[config.mk]
export PLATFORM = sky130hd
export DESIGN_NAME = wiper_cmd_engine
export DESIGN_NICKNAME = d
export VERILOG_FILES = /design/src/rtl/wiper_pkg.sv /design/src/rtl/wiper_step_unit.sv /design/src/rtl/wiper_channel.sv /design/src/rtl/wiper_busy_timer.sv /design/src/rtl/wiper_cmd_engine.sv
export SDC_FILE = /design/constraint.sdc
export NUM_CORES = 1
export LEC_CHECK = 0
export BUFFER_PORTS_ARGS = -buffer_cell sky130_fd_sc_hd__buf_2
export CORE_ASPECT_RATIO = 0.5
export CORE_MARGIN = 1.5
export CORE_UTILIZATION = 56
export CTS_BUF_LIST = sky130_fd_sc_hd__clkbuf_8
export DETAILED_ROUTE_END_ITERATION = 6
export PLACE_DENSITY = 0.76
export SYNTH_ARGS = -nofsm -noshare
export SYNTH_HDL_FRONTEND = slang
export SYNTH_HIERARCHICAL = 1
export SYNTH_SLANG_ARGS = --single-unit
[constraint.sdc]
create_clock -name clk -period 4.1 [get_ports clk]
set_clock_uncertainty 0.05 [all_clocks]
set_input_delay 0.41 -clock clk [delete_from_list [all_inputs] [get_ports clk]]
set_output_delay 0.41 -clock clk [all_outputs]
set_load 0.02 [all_outputs]
[src/rtl/wiper_pkg.sv]
package wiper_pkg;

  typedef enum logic [3:0] {
    CMD_NOP         = 4'h0,
    CMD_RESTORE_ONE = 4'h1,
    CMD_STORE_ONE   = 4'h2,
    CMD_SHR_ONE     = 4'h3,
    CMD_SHR_ALL     = 4'h4,
    CMD_DEC_ONE     = 4'h5,
    CMD_DEC_ALL     = 4'h6,
    CMD_RESTORE_ALL = 4'h7,
    CMD_SHL_ONE     = 4'h8,
    CMD_SHL_ALL     = 4'h9,
    CMD_INC_ONE     = 4'hA,
    CMD_INC_ALL     = 4'hB
  } wcmd_e;

  typedef enum logic [2:0] {
    OP_HOLD,
    OP_LOAD,
    OP_RESTORE,
    OP_INC,
    OP_DEC,
    OP_SHL,
    OP_SHR
  } chop_e;

endpackage

[src/rtl/wiper_step_unit.sv]
module wiper_step_unit
  import wiper_pkg::*;
#(
  parameter int W = 9
) (
  input  chop_e          op_i,
  input  logic [W-1:0]   cur_i,
  input  logic [W-1:0]   load_i,
  input  logic [W-1:0]   shadow_i,
  output logic [W-1:0]   nxt_o
);

  localparam logic [W-1:0] FULL = '1;
  localparam logic [W-1:0] MID  = W'(1) << (W - 1);

  always_comb begin
    nxt_o = cur_i;
    case (op_i)
      OP_LOAD:    nxt_o = load_i;
      OP_RESTORE: nxt_o = shadow_i;
      OP_INC:     nxt_o = (cur_i == FULL) ? FULL : cur_i + W'(1);
      OP_DEC:     nxt_o = (cur_i == '0) ? '0 : cur_i - W'(1);
      OP_SHL: begin
        if (cur_i == '0)        nxt_o = W'(1);
        else if (cur_i >= MID)  nxt_o = FULL;
        else                    nxt_o = cur_i << 1;
      end
      OP_SHR:     nxt_o = cur_i >> 1;
      default:    nxt_o = cur_i;
    endcase
  end

endmodule

[src/rtl/wiper_channel.sv]
module wiper_channel
  import wiper_pkg::*;
#(
  parameter int W    = 9,
  parameter int WMAX = 9
) (
  input  logic            clk,
  input  logic            rst_n,
  input  chop_e           op_i,
  input  logic            store_i,
  input  logic [WMAX-1:0] data_i,
  output logic [WMAX-1:0] wiper_o
);

  localparam logic [W-1:0] MID = W'(1) << (W - 1);

  logic [W-1:0] wiper_q, wiper_d;
  logic [W-1:0] shadow_q;
  logic         wiper_en;

  wiper_step_unit #(.W(W)) step_i (
    .op_i     (op_i),
    .cur_i    (wiper_q),
    .load_i   (data_i[W-1:0]),
    .shadow_i (shadow_q),
    .nxt_o    (wiper_d)
  );

  assign wiper_en = (op_i != OP_HOLD);

  always_ff @(posedge clk or negedge rst_n) begin
    if (!rst_n)        wiper_q <= MID;
    else if (wiper_en) wiper_q <= wiper_d;
  end

  always_ff @(posedge clk or negedge rst_n) begin
    if (!rst_n)       shadow_q <= MID;
    else if (store_i) shadow_q <= wiper_q;
  end

  assign wiper_o = WMAX'(wiper_q);

endmodule

[src/rtl/wiper_busy_timer.sv]
module wiper_busy_timer #(
  parameter int STORE_CYC   = 40,
  parameter int RESTORE_CYC = 6
) (
  input  logic clk,
  input  logic rst_n,
  input  logic store_start_i,
  input  logic restore_start_i,
  output logic busy_o
);

  localparam int MAXC = (STORE_CYC > RESTORE_CYC) ? STORE_CYC : RESTORE_CYC;
  localparam int CW   = $clog2(MAXC + 1);

  logic [CW-1:0] cnt_q, cnt_d;

  always_comb begin
    cnt_d = cnt_q;
    if (store_start_i)
      cnt_d = CW'(STORE_CYC);
    else if (restore_start_i && (cnt_q < CW'(RESTORE_CYC)))
      cnt_d = CW'(RESTORE_CYC);
    else if (cnt_q != '0)
      cnt_d = cnt_q - CW'(1);
  end

  always_ff @(posedge clk or negedge rst_n) begin
    if (!rst_n) cnt_q <= '0;
    else        cnt_q <= cnt_d;
  end

  assign busy_o = (cnt_q != '0);

endmodule

[src/rtl/wiper_cmd_engine.sv]
module wiper_cmd_engine
  import wiper_pkg::*;
#(
  parameter  int N_WIDE      = 2,
  parameter  int N_NARROW    = 1,
  parameter  int W_WIDE      = 9,
  parameter  int W_NARROW    = 7,
  parameter  int STORE_CYC   = 40,
  parameter  int RESTORE_CYC = 6,
  localparam int NCH         = N_WIDE + N_NARROW,
  localparam int WMAX        = (W_WIDE > W_NARROW) ? W_WIDE : W_NARROW,
  localparam int SELW        = (NCH > 1) ? $clog2(NCH + 1) : 1
) (
  input  logic                clk,
  input  logic                rst_n,
  input  logic                recall_i,
  input  logic                wr_protect_i,
  input  logic                cmd_valid_i,
  input  logic [3:0]          cmd_code_i,
  input  logic [SELW-1:0]     cmd_chan_i,
  input  logic                wr_valid_i,
  input  logic [SELW-1:0]     wr_chan_i,
  input  logic [WMAX-1:0]     wr_data_i,
  output logic                busy_o,
  output logic                reject_o,
  output logic [NCH*WMAX-1:0] wiper_flat_o
);

  chop_e cmd_op;
  logic  cmd_all, cmd_mut, cmd_store;
  chop_e ch_op [NCH];
  logic  [NCH-1:0] ch_store;
  logic  chan_ok;
  logic  store_start, restore_start;
  logic  reject_d, reject_q;

  // Command decode: operation kind, scope and whether protection applies.
  always_comb begin
    cmd_op    = OP_HOLD;
    cmd_all   = 1'b0;
    cmd_mut   = 1'b0;
    cmd_store = 1'b0;
    case (cmd_code_i)
      CMD_RESTORE_ONE: cmd_op = OP_RESTORE;
      CMD_RESTORE_ALL: begin cmd_op = OP_RESTORE; cmd_all = 1'b1; end
      CMD_STORE_ONE:   begin cmd_store = 1'b1; cmd_mut = 1'b1; end
      CMD_SHR_ONE:     begin cmd_op = OP_SHR; cmd_mut = 1'b1; end
      CMD_SHR_ALL:     begin cmd_op = OP_SHR; cmd_mut = 1'b1; cmd_all = 1'b1; end
      CMD_DEC_ONE:     begin cmd_op = OP_DEC; cmd_mut = 1'b1; end
      CMD_DEC_ALL:     begin cmd_op = OP_DEC; cmd_mut = 1'b1; cmd_all = 1'b1; end
      CMD_SHL_ONE:     begin cmd_op = OP_SHL; cmd_mut = 1'b1; end
      CMD_SHL_ALL:     begin cmd_op = OP_SHL; cmd_mut = 1'b1; cmd_all = 1'b1; end
      CMD_INC_ONE:     begin cmd_op = OP_INC; cmd_mut = 1'b1; end
      CMD_INC_ALL:     begin cmd_op = OP_INC; cmd_mut = 1'b1; cmd_all = 1'b1; end
      default:         cmd_op = OP_HOLD;
    endcase
  end

  assign chan_ok = (cmd_chan_i < SELW'(NCH));

  // Arbitration: recall, then busy drop, then command, then direct write.
  always_comb begin
    for (int i = 0; i < NCH; i++) begin
      ch_op[i]    = OP_HOLD;
      ch_store[i] = 1'b0;
    end
    store_start   = 1'b0;
    restore_start = 1'b0;
    reject_d      = 1'b0;
    if (recall_i) begin
      for (int i = 0; i < NCH; i++) ch_op[i] = OP_RESTORE;
      restore_start = 1'b1;
      reject_d      = cmd_valid_i | wr_valid_i;
    end else if (busy_o) begin
      reject_d = cmd_valid_i | wr_valid_i;
    end else if (cmd_valid_i) begin
      reject_d = wr_valid_i;
      if (cmd_mut && wr_protect_i) begin
        reject_d = 1'b1;
      end else begin
        for (int i = 0; i < NCH; i++) begin
          if (cmd_all || (cmd_chan_i == SELW'(i))) begin
            ch_op[i]    = cmd_op;
            ch_store[i] = cmd_store;
          end
        end
        restore_start = (cmd_op == OP_RESTORE) && (cmd_all || chan_ok);
        store_start   = cmd_store && chan_ok;
      end
    end else if (wr_valid_i) begin
      if (wr_protect_i) begin
        reject_d = 1'b1;
      end else begin
        for (int i = 0; i < NCH; i++)
          if (wr_chan_i == SELW'(i)) ch_op[i] = OP_LOAD;
      end
    end
  end

  always_ff @(posedge clk or negedge rst_n) begin
    if (!rst_n) reject_q <= 1'b0;
    else        reject_q <= reject_d;
  end

  assign reject_o = reject_q;

  wiper_busy_timer #(
    .STORE_CYC   (STORE_CYC),
    .RESTORE_CYC (RESTORE_CYC)
  ) timer_i (
    .clk             (clk),
    .rst_n           (rst_n),
    .store_start_i   (store_start),
    .restore_start_i (restore_start),
    .busy_o          (busy_o)
  );

  for (genvar g = 0; g < NCH; g++) begin : g_ch
    localparam int WG = (g < N_WIDE) ? W_WIDE : W_NARROW;
    wiper_channel #(.W(WG), .WMAX(WMAX)) chan_i (
      .clk     (clk),
      .rst_n   (rst_n),
      .op_i    (ch_op[g]),
      .store_i (ch_store[g]),
      .data_i  (wr_data_i),
      .wiper_o (wiper_flat_o[g*WMAX +: WMAX])
    );
  end

endmodule

# Word-level counts from Yosys, hierarchy flattened
# Cells that the tools add are included.
# W data, S select, Z words.
# word_totals
in_bits	23
output_inout_bits	29
register_bits	57
# classes
order_cmp	5
n_eq_ne	37
n_mux	55
bitwise	1
n_reduce_logical	31
n_addsub	7
# ops
op	count
$mux W9	12
$pmux W9 S6	2
$mux W7	6
$pmux W7 S6	1
$eq A3 B3 Y1 const B	9
$reduce_bool A6 Y1	4
$mux W1	23
$eq A3 B2 Y1 const B	7
$mux W3	7
$add A9 B1 Y9 const B	2
$eq A9 B9 Y1 const B	2
$ge A9 B9 Y1 const B	2
$logic_not A9 Y1	2
$mux W6	3
$sub A9 B1 Y9 const B	2
$eq A4 B3 Y1 const B	4
$eq A4 B4 Y1 const B	4
$pmux W3 S5	1
$reduce_bool A3 Y1	4
$reduce_or A2 Y1	5
$eq A3 B1 Y1 const B	3
$reduce_or A9 Y1	1
$eq A4 B2 Y1 const B	2
$add A7 B1 Y7 const B	1
other kinds (16)	27

# Logic depth before layout (Yosys ltp)
# Gate-level depths: netlist of the first run.
# depth
word_depth	12
depth_mapped	14
mapped_depth_nobuf	12

# By module
# Netlist of the first run, hierarchy kept.
# by_module_without_submodules
module	cells_each	instances	area_per_inst_um2
wiper_step_unit at g_ch[0].chan_i.step_i ...	154	2	989.7
wiper_channel at g_ch[0].chan_i ...	38	2	676.9
wiper_step_unit at g_ch[2].chan_i.step_i	129	1	728.2
wiper_channel at g_ch[2].chan_i	33	1	550.5
wiper_cmd_engine	68	1	415.4
wiper_busy_timer	38	1	382.9

# Worst setup path before layout of the first run
# No wires, ideal clock.
# synth_path
path_type	register to register
startpoint	reg timer_i.cnt_q[3]
endpoint	reg g_ch[2].chan_i.wiper_q[4]
setup_time_ns	0.125
path_slack_ns	0.937
path_buffers	1
t_required_ns	3.925
path_stages_with_launch	12
arrival_time_ns	2.988
synth_period_minus_slack_ns	3.163
path_cell_list	dfrtp_1 -> nor4_2 -> nand2_1 -> nor2_1 -> o2111ai_1 -> nor2_1 -> clkbuf_1 -> nand2b_1 -> o221a_2 -> a2111oi_1 -> nor3_1 -> mux2_2
# synth_rtl
item	line_no	rtl
start, declared	wiper_busy_timer.sv:15	logic [CW-1:0] cnt_q, cnt_d;
start signal, assigned	wiper_busy_timer.sv:29	else cnt_q <= cnt_d;
end signal, assigned	wiper_channel.sv:33	else if (wiper_en) wiper_q <= wiper_d;
end, declared	wiper_channel.sv:17	logic [W-1:0] wiper_q, wiper_d;

==> results of run 1 <==
==> worst max-delay path: stages (launching register included) <==
cell      delay, ps
dfrtp_1         450
nor4_2          420
nand2_1         170
or2_2           380
a21oi_2         580
nand3b_1        310
a41o_1          280
o221ai_1        290
nor3_1           90
nor3_1          280
mux2_2          200
==> power by group through the flow <==
stage | clock, uW | combinational, uW | sequential, uW
3_5_place_dp | 0 | 626 | 847
6_report | 572 | 632 | 846
3_3_place_gp | 0 | 613 | 846
5_1_grt | 619 | 698 | 862
2_1_floorplan | 0 | 532 | 775
4_1_cts | 591 | 630 | 837
==> stage by stage <==
stage | total power, uW | instance area, um^2 | util (%) | hold WS, ps | std cells
2_1_floorplan | 1310 | 5410 | - | 64.4 | 653
3_3_place_gp | 1460 | 5620 | 59.6 | 436 | 791
3_5_place_dp | 1470 | 5620 | 59.6 | 442 | 791
4_1_cts | 2060 | 5830 | 61.9 | 145 | 807
5_1_grt | 2180 | 5830 | 61.9 | 180 | 807
6_report | 2050 | 5830 | 61.9 | 127 | 807
==> cell families (layout without fill, tap and decap cells) <==
group	after synthesis	in the layout
buf+inv	89	108
compound gates	223	223
mux	51	51
simple gates	204	204
other cells	1	2
flops	57	57
xor+xnor	19	19
fa+ha+maj	8	8
==> layout by cell type (no fill, tap or decap), types with 12 or more instances in the layout <==
cell and n:
o21ai_0 39, nor2_1 55, o211ai_1 16, a21oi_1 46
nor3_1 12, inv_1 31, buf_2 49, dfrtp_1 51
nand2_1 41, mux2_2 50, nor2b_1 13
==> registers in the layout, summed over array words and instances, names as in the netlist <==
signal / flops
g_ch.chan_i/wiper_q: 7
reject_o: 1
g_ch.chan_i/wiper_o: 18
g_ch.chan_i/shadow_q: 25
timer_i/cnt_q: 6
==> Yosys cell counts, types with 3 or more instances <==
cell / instances / area, um^2
o32a_1: 4 / 40.0
o22a_1: 6 / 52.6
dfstp_2: 6 / 158
a21oi_1: 48 / 240
nor4_1: 4 / 25.0
o221ai_1: 11 / 96.3
nor2_1: 55 / 206
a21o_1: 3 / 22.5
xor2_1: 11 / 96.3
a221o_1: 6 / 60.1
o21ai_0: 39 / 195
xnor2_1: 8 / 70.1
a211oi_1: 7 / 52.6
o211ai_1: 16 / 120
o21ai_1: 11 / 55.1
buf_4: 8 / 60.1
dfrtp_1: 51 / 1280
nand2_1: 41 / 154
or3_1: 4 / 25.0
a31oi_1: 10 / 62.6
buf_2: 23 / 115
o221a_2: 3 / 33.8
buf_6: 4 / 45.0
mux2_2: 50 / 563
and3_1: 7 / 43.8
nor3_1: 12 / 60.1
o21bai_1: 6 / 45.0
inv_1: 30 / 113
o22ai_1: 11 / 68.8
ha_1: 8 / 100
o31a_1: 3 / 26.3
o21a_1: 10 / 75.1
o311a_1: 4 / 40.0
nand2b_1: 9 / 56.3
a32oi_1: 3 / 26.3
nor3_4: 5 / 81.3
nand4_1: 4 / 25.0
and2_1: 4 / 25.0
nand3b_1: 5 / 37.5
nor2b_1: 13 / 81.3
nor4b_1: 6 / 52.6
nand3_1: 11 / 55.1
clkbuf_1: 22 / 82.6
nor3b_1: 5 / 37.5
==> layout make-up <==
class,instances,area [um^2]
Tap cell,135,169
Fill cell,843,3590
Timing Repair Buffer,60,328
Clock inverter,7,86.3
Inverter,32,120
Sequential cell,57,1430
Multi-Input combinational cell,507,3560
Clock buffer,9,124
==> worst min-delay path by stage <==
stage                                 endpoint  cells past startpoint
floorplan           g_ch[0].chan_i/shadow_q[0]                      0
global placement    g_ch[2].chan_i/shadow_q[5]                      1
detailed placement  g_ch[1].chan_i/shadow_q[4]                      1
CTS                  g_ch[1].chan_i/wiper_o[5]                      1
global route         g_ch[1].chan_i/wiper_o[4]                      1
finish               g_ch[1].chan_i/wiper_o[4]                      1
==> routing by layer <==
| layer | part of all wire (%) | vias to the layer above | global-route usage, % |
|---|---|---|---|
| met4 | 1.0 | 0 | 7.67 |
| li1 | - | 2454 | - |
| met2 | 44 | 238 | 43.7 |
| met1 | 46 | 2465 | 40.3 |
| met3 | 9.5 | 21 | 8.12 |
| met5 | 0 | - | 0 |
==> results by group, run 1 <==
GRT
  • Aggregate global-route resource usage: 28.7%
  • Remaining Overflow, GRT: 0
  • Global-route wire length before repair: approximately 23,000 um
  • Vias in the first global route: roughly 4,500
  • Antenna violations before repair: 0
  • Pin count of the biggest net entering global routing: 37

Clocking
  • Clk Latency, worst-skew pair: between 300 and 400 ps
  • Clock sinks: 57
  • Root Buffer: clkbuf_8
  • Clock buffer depth: 2
  • PostCTS Resize Cnt: 0
  • Post-CTS Hold Buffers: 0
  • TritonCTS clock tree: done
  • Number of post-CTS setup repair buffers: 0
  • H-tree level count: 3
  • Clk slew on worst S/H paths: ~70 ps
  • TritonCTS Buffers: 9

Run status
  • Status: completed

Worst setup path
  • Worst R2R Path Depth: 10
  • Worst Setup SP: timer_i/cnt_q[3]
  • Critical path type: reg2reg
  • WP data arrival: 3790 ps
  • Startpoint type of the worst setup path: flip-flop
  • Worst r2r src: timer_i/cnt_q[3]
  • Worst R2R Setup Slack: 550 ps
  • CP endpoint kind: flip-flop
  • Critical path required time: about 4300 ps
  • Crit Path Max Fanout: 18
  • CP Capture Point: g_ch[2].chan_i/wiper_q[5]
  • FF-to-FF End: g_ch[2].chan_i/wiper_q[5]

STA
  • Final period util: 86.6%
  • Setup TNS: 0 ps
  • Min cycle time layout: roughly 3600 ps
  • Max Clk Rate: 282 MHz
  • RSZ-0062 raised after global routing: no
  • Worst slew margin: 34.3%
  • Final Setup Violations: 0
  • Final hold vios: 0
  • Slew @ Worst Pin: 981 ps
  • PnR worst setup slack: between 500 and 600 ps
  • Slew Viols, Final: 0

Cells and area
  • Area Overhead vs Synth: 7.68%
  • NumNets Final: 698
  • Antenna Cells: 0
  • Share of layout cells above drive strength 1: a little under a quarter

Yosys
  • Seq cells post-synth: 57
  • Mux cell area share after synthesis: a little over a tenth
  • Synth Area in XOR/XNOR: 3.08%
  • Cell Area, Synth: 5410 um^2
  • Post-Synth Adder-Cell Area: around 1.9%
  • Synth Area in Compound Gates: 28.2%
  • Average size of a mapped cell: 8.30 um^2
  • Ys flop type: dfrtp_1
  • Synth Area in Simple Gates: a little over a fifth
  • Post-synth EDFFs: 0
  • Seq/Total Area, Yosys: 26.5%
  • Main combinational cell family by area after synthesis: compound AO/OA/AOI/OAI gates
  • Synth async-reset ratio: 100%
  • Cells after synthesis: 652
  • Synth cell types: 77
  • Ys Warns: 6

Pwr
  • Clock power frac: 27.9%
  • Power share of the combinational group: 30.8%
  • Power Density: between 300 and 400 nW/um^2
  • Switching Share: 38.9%
  • Worst vdd ir: 352 uV
  • Sw power: around 800 uW
  • Leakage power: 0.00232 uW
  • Sequential Power Share: approximately 41%
  • P_int: 1250 uW

Drt
  • Via count: 5,178
  • DRT Wirelength: 14,300 um
  • Vias per inst: 6.42
  • Antenna Nets Post-Route: 0
  • DRT Pass-1 Iters: 6
  • Wirelength per Cell: 17.7 um
  • DRC: 0
  • DR iter-0 viols: 469

Place
  • Dpl ws: about 650 ps
  • Buffers on Ports: 49
  • Routability cong.: 0.968
  • DP HPWL: between 10,000 and 15,000 um

Floorplan
  • Core area: around 9400 um^2
  • Initial Util: roughly 57%
  • Die height: 72.5 um
  • I/O pins: 52
  • Die Footprint: 10,300 um^2
  • Row count: 25
  • Chip width: 142 um

Run
  • Max-capacitance violation count: 0

Worst hold path
  • Hold Path Class: in2async
Note: power is estimated with default switching activity, not from simulation.
==> run 2: changes to the inputs <==
--- a/config.mk
+++ b/config.mk
@@ -5,7 +5,7 @@
 export SDC_FILE = /design/constraint.sdc
 export NUM_CORES = 1
 export LEC_CHECK = 0
-export BUFFER_PORTS_ARGS = -buffer_cell sky130_fd_sc_hd__buf_2
+export BUFFER_PORTS_ARGS = -buffer_cell sky130_fd_sc_hd__buf_4
 export CORE_ASPECT_RATIO = 0.5
 export CORE_MARGIN = 1.5
 export CORE_UTILIZATION = 56
==> run 2 against run 1 <==
  * Register-to-register slack gained 150 ps
  * Largest cell class unchanged
  * Final area is 2.0% higher
  * Non-clock buffer count grew 1
  * Clock power is 7.2% lower
  * Combinational power rose by 5.5%
==> results by group, run 2 (synthesis gave the netlist of run 1 again) <==
Place
  • Buffers on Ports: 49
  • DP HPWL: 10,300 um
  • DP Cell Count: between 700 and 800
  • Placed cell area: 5750 um^2
  • Routability cong.: 0.976

Drt
  • Wirelength per Cell: 18.0 um
  • Antenna Nets Post-Route: 0
  • DRT Pass-1 Iters: 5
  • DRC: 0
  • DR iter-0 viols: 479
  • Vias per inst: 6.50
  • DRT Wirelength: 14,600 um
  • Via count: ~5,300

Cells and area
  • Post-route cell area: 5940 um^2
  • Non-Filler Instances: a little over 800
  • Area Overhead vs Synth: 9.85%
  • Antenna Cells: 0
  • Fill cells: between 800 and 900
  • Max reg flops: 25
  • Most common cell after layout, fill and taps aside: buf_4
  • Reg with most FFs: g_ch.chan_i/shadow_q
  • Highest-count cells in the layout ignoring fill and taps: buf_4, nor2_1, dfrtp_1
  • Share of layout cells above drive strength 1: 23.6%
  • NumNets Final: 699

STA
  • Final period util: between 80% and 90%
  • Min cycle time layout: 3400 ps
  • Slew @ Worst Pin: around 1000 ps
  • Final hold vios: 0
  • Worst slew margin: about a third
  • Setup TNS: 0 ps
  • Max Clk Rate: 294 MHz
  • RSZ-0062 raised after global routing: no
  • WHS: ~64 ps
  • Final Setup Violations: 0
  • Slew Viols, Final: 0

Floorplan
  • Die height: 72.5 um
  • Chip width: approximately 140 um
  • Die Footprint: 10,300 um^2
  • I/O pins: 52
  • Initial Util: 57.5%
  • Core area: 9420 um^2
  • Row count: 25

Run
  • Max-capacitance violation count: 0

Worst setup path
  • Critical path required time: between 4000 and 5000 ps
  • Crit Path Max Fanout: 17
  • CP endpoint kind: flip-flop
  • Worst R2R Path Depth: 11
  • Critical path type: reg2reg
  • Startpoint type of the worst setup path: flip-flop
  • WP data arrival: roughly 3600 ps

Clocking
  • Post-CTS Hold Buffers: 0
  • Clock buffer depth: 2
  • H-tree level count: 3
  • Clock sinks: 57
  • Clk slew on worst S/H paths: roughly 70 ps
  • Number of post-CTS setup repair buffers: 0
  • TritonCTS clock tree: done
  • Root Buffer: clkbuf_8
  • TritonCTS Buffers: 9
  • PostCTS Resize Cnt: 0
  • Clk Latency, worst-skew pair: 350 ps

GRT
  • Antenna violations before repair: 0
  • Pin count of the biggest net entering global routing: 58
  • Vias in the first global route: 4,633
  • Global-route wire length before repair: 23,600 um
  • Aggregate global-route resource usage: 29.1%
  • Remaining Overflow, GRT: 0

Pwr
  • Power share of the combinational group: 32.6%
  • P_int: 1240 uW
  • Clock power frac: approximately a quarter
  • Power Density: around 340 nW/um^2
  • Worst vdd ir: 271 uV
  • Sequential Power Share: between 40 and 50%
  • Sw power: 807 uW
  • Switching Share: about 40%
  • Leakage power: 0.00236 uW

Worst hold path
  • Hold Path Class: in2async

Run status
  • Status: completed
## run 2: per-layer routing
layer / track usage, % / part of all wire (%) / vias to the layer above
li1: - / - / 2455
met1: 41.3 / 46 / 2545
met2: 43.9 / 45 / 230
met3: 7.46 / 8.4 / 21
met4: 8.13 / 1.3 / 0
met5: 0 / 0 / -
## run 2: path summary, 6_finish.rpt
| check | from | end | slack [ps] |
|---|---|---|---|
| worst max-delay path | timer_i/cnt_q[3] | g_ch[1].chan_i/wiper_o[3] | 700 |
| worst min-delay path | rst_n | g_ch[1].chan_i/wiper_o[2] | 60 |
| worst max register to register | timer_i/cnt_q[3] | g_ch[1].chan_i/wiper_o[3] | 700 |
| worst min register to register | g_ch[1].chan_i/shadow_q[4] | g_ch[1].chan_i/shadow_q[4] | 460 |
| max in group asynchronous | rst_n | timer_i/cnt_q[2] | 3430 |
| min in group clk | wr_valid_i | reject_o | 290 |
## run 2: power groups by stage
| stage | logic (uW) | clock network [uW] | registers [uW] |
|---|---|---|---|
| 2_1_floorplan | 532 | 0 | 775 |
| 3_3_place_gp | 645 | 0 | 846 |
| 3_5_place_dp | 659 | 0 | 849 |
| 4_1_cts | 663 | 545 | 839 |
| 5_1_grt | 732 | 572 | 865 |
| 6_report | 667 | 531 | 848 |
## run 2: metrics by stage
step / power [uW] / utilization (%) / setup slack [ps]
after detailed placement: 1510 / 61.0 / 729
after global routing: 2170 / 63.1 / 344
after CTS: 2050 / 63.1 / 705
after floorplan: 1310 / - / 937
after global placement: 1490 / 61.0 / 778
final: 2050 / 63.1 / 701
## run 2: layout make-up
class | instances | area [um^2] | share of cell area, %
well taps | 135 | 169 | 2.84
multi-input cells | 507 | 3560 | 60.0
clock buffers | 10 | 138 | 2.32
clock inverters | 6 | 60.1 | 1.01
inverters | 32 | 120 | 2.02
flip-flops and latches | 57 | 1430 | 24.1
repair buffers | 61 | 458 | 7.71
## run 2: critical path, stage by stage (launching register included)
cell      delay (ps)
dfrtp_1          460
nor4_2           430
nand2_1          170
or2_2            370
a21oi_2          360
buf_4            300
nand2_1          100
nor2_1           490
o21ai_0          180
o311ai_0         130
o22a_1           180
mux2_2           130
==> run 3: changes to the inputs <==
--- a/config.mk
+++ b/config.mk
@@ -11,7 +11,7 @@
 export CORE_UTILIZATION = 56
 export CTS_BUF_LIST = sky130_fd_sc_hd__clkbuf_8
 export DETAILED_ROUTE_END_ITERATION = 6
-export PLACE_DENSITY = 0.76
+export PLACE_DENSITY = 0.79
 export SYNTH_ARGS = -nofsm -noshare
 export SYNTH_HDL_FRONTEND = slang
 export SYNTH_HIERARCHICAL = 1
==> constraint.sdc (replaced) <==
create_clock -name clk -period 2.9 [get_ports clk]
set_clock_uncertainty 0.05 [all_clocks]
set_input_delay 0.29 -clock clk [delete_from_list [all_inputs] [get_ports clk]]
set_output_delay 0.29 -clock clk [all_outputs]
set_load 0.02 [all_outputs]
==> run 3 against run 2 <==
  * Register-to-register slack worse by 700 ps
  * Combinational power up 80%
  * Highest routed layer unchanged
  * Setup slack worse by 700 ps
  * Maximum frequency up 17%
  * First-iteration DRC count up 35%
  * Via count up 6.8%
  * Sequential share of layout area down 2.8 points
  * Non-clock buffer count up 64
==> results by group, run 3 (synthesis gave the netlist of run 1 again) <==
Drt
  • DRT Pass-1 Iters: 6
  • DRT Wirelength: 15,800 um
  • Vias per inst: 6.42
  • Wirelength per Cell: approximately 18 um
  • Antenna Nets Post-Route: 0
  • DR iter-0 viols: ~650
  • Via count: 5,609
  • DRC: 0

Worst setup path
  • CP Buf/Inv Count: 3
  • Most frequent CP cell: buf_6
  • Crit path cell chain: nor4_4, nand2_2, buf_6, nor2b_4, o21ai_4, o21bai_1, buf_6, inv_8, o221a_4, a311o_1, o22a_1, mux2_2
  • Worst R2R Path Depth: 12
  • CP max stage delay: 410 ps
  • Critical path required time: 3090 ps
  • CP endpoint kind: flip-flop
  • Worst r2r src: timer_i/cnt_q[4]
  • WP data arrival: 3080 ps
  • Crit Path Max Fanout: 8
  • CP top delay family: compound AO/OA/AOI/OAI gates
  • Worst R2R Setup Slack: approximately 2.1 ps
  • Critical path type: reg2reg
  • Slowest library cell on the worst path: dfrtp_1
  • FF-to-FF End: g_ch[1].chan_i/wiper_o[0]
  • Startpoint type of the worst setup path: flip-flop

STA
  • Min cycle time layout: ~2900 ps
  • Max Clk Rate: 345 MHz
  • Slew Viols, Final: 0
  • Final period util: 99.9%
  • Slew @ Worst Pin: 749 ps
  • Worst slew margin: 50.1%
  • Final Setup Violations: 0
  • Final hold vios: 0
  • RSZ-0062 raised after global routing: yes

Cells and area
  • Fill cells: 699
  • Highest-count cells in the layout ignoring fill and taps: buf_4, dfrtp_1, nor2_1
  • Max reg flops: 25
  • Register area: about 1400 um^2
  • NumNets Final: 764
  • Reg with most FFs: g_ch.chan_i/shadow_q
  • Antenna Cells: 0
  • Non-Filler Instances: 873
  • Area Overhead vs Synth: 24.4%
  • Most common cell after layout, fill and taps aside: buf_4
  • Multi-input logic area: 3810 um^2
  • Share of layout cells above drive strength 1: 34.6%

Pwr
  • Power share of the combinational group: 39.6%
  • Power Density: 452 nW/um^2
  • P_int: 1830 uW
  • Sequential Power Share: 37.2%
  • Worst vdd ir: 430 uV
  • Sw power: between 1000 and 1500 uW
  • Switching Share: 39.8%
  • Leakage power: 0.00274 uW
  • Clock power frac: 23.2%
  • Overall power: 3040 uW

Floorplan
  • Initial Util: 57.5%
  • I/O pins: 52
  • Row count: 25
  • Die Footprint: between 10,000 and 15,000 um^2
  • Core area: 9420 um^2
  • Chip width: 142 um
  • Die height: 72.5 um

Worst hold path
  • Hold EP: reject_o
  • Hold Startpoint: wr_valid_i
  • Worst Hold Depth: 2
  • Hold Path Class: in2reg

Place
  • Routability cong.: 0.956
  • Buffers on Ports: 49
  • DP HPWL: 10,700 um
  • DP Cell Count: 837

GRT
  • Remaining Overflow, GRT: 0
  • Aggregate global-route resource usage: 30.3%
  • Pin count of the biggest net entering global routing: 58
  • Antenna violations before repair: 0
  • Global-route wire length before repair: 24,800 um
  • Vias in the first global route: 4,949

Run status
  • Status: completed

Clocking
  • Clk slew on worst S/H paths: 70 ps
  • Clk Latency, worst-skew pair: ~350 ps
  • Clock sinks: 57
  • H-tree level count: 3
  • TritonCTS clock tree: done
  • Root Buffer: clkbuf_8
  • TritonCTS Buffers: 9
  • Clock buffer depth: 2

Run
  • Max-capacitance violation count: 0
run 3: power groups by stage:
stage / logic, uW / clock network (uW) / registers [uW]
after floorplan: 762 / 0 / 1100
after global placement: 1100 / 0 / 1130
after detailed placement: 1120 / 0 / 1140
after CTS: 1140 / 717 / 1120
after global routing: 1320 / 747 / 1150
final: 1200 / 705 / 1130
run 3: metal layers:
layer	part of all wire (%)	track usage, %	vias up
li1	-	-	2596
met1	44	42.9	2650
met2	45	47.0	310
met3	8.9	7.00	53
met4	2.0	7.56	0
met5	0	0	-
run 3: repair_timing:
action                                  in CTS  in global routing
buffers inserted                             3                 15
endpoints found under the setup margin       5                 24
gates resized for setup                      4                 68
hold endpoints to repair                    47                  0
hold buffers                                 1                  0
gates cloned                                 0                  1
pin swaps                                    0                 16
run 3: worst reg2reg max path: cells and delay by family (launching register included):
family,cells,cell delay [ps]
buf+inv,3,420
mux,1,260
simple gates,3,600
flops,1,410
compound gates,5,1050
run 3: layout make-up:
type,instances,share of cell area (%)
Clock inverter,4,0.297
Sequential cell,57,21.3
Timing Repair Buffer,125,14.7
Clock buffer,12,2.45
Tap cell,135,2.51
Multi-Input combinational cell,507,56.6
Inverter,32,1.99
Timing Repair inverter,1,0.0929
run 3: per-stage QoR:
step	util [%]	instance area [um^2]	hold slack (ps)	setup WS (ps)	setup TNS, ps
after global routing	71.5	6730	162	-113	-749
final	71.5	6730	161	2.06	0
after global placement	64.9	6110	346	-3.90	-3.90
after floorplan	-	5440	-55.6	-52.1	-52.1
after CTS	67.4	6350	153	2.62	0
after detailed placement	64.9	6110	357	-51.0	-96.4
run 3: how the worst max path moves through the flow:
stage                      from                        end  cells after the start
2_1_floorplan  timer_i/cnt_q[3]  g_ch[2].chan_i/wiper_q[4]                     11
3_3_place_gp   timer_i/cnt_q[3]  g_ch[1].chan_i/wiper_o[1]                     12
5_1_grt        timer_i/cnt_q[4]  g_ch[1].chan_i/wiper_o[6]                     14
6_report       timer_i/cnt_q[4]  g_ch[1].chan_i/wiper_o[0]                     12
4_1_cts        timer_i/cnt_q[3]  g_ch[1].chan_i/wiper_o[4]                     14
3_5_place_dp      cmd_code_i[1]  g_ch[1].chan_i/wiper_o[4]                     13
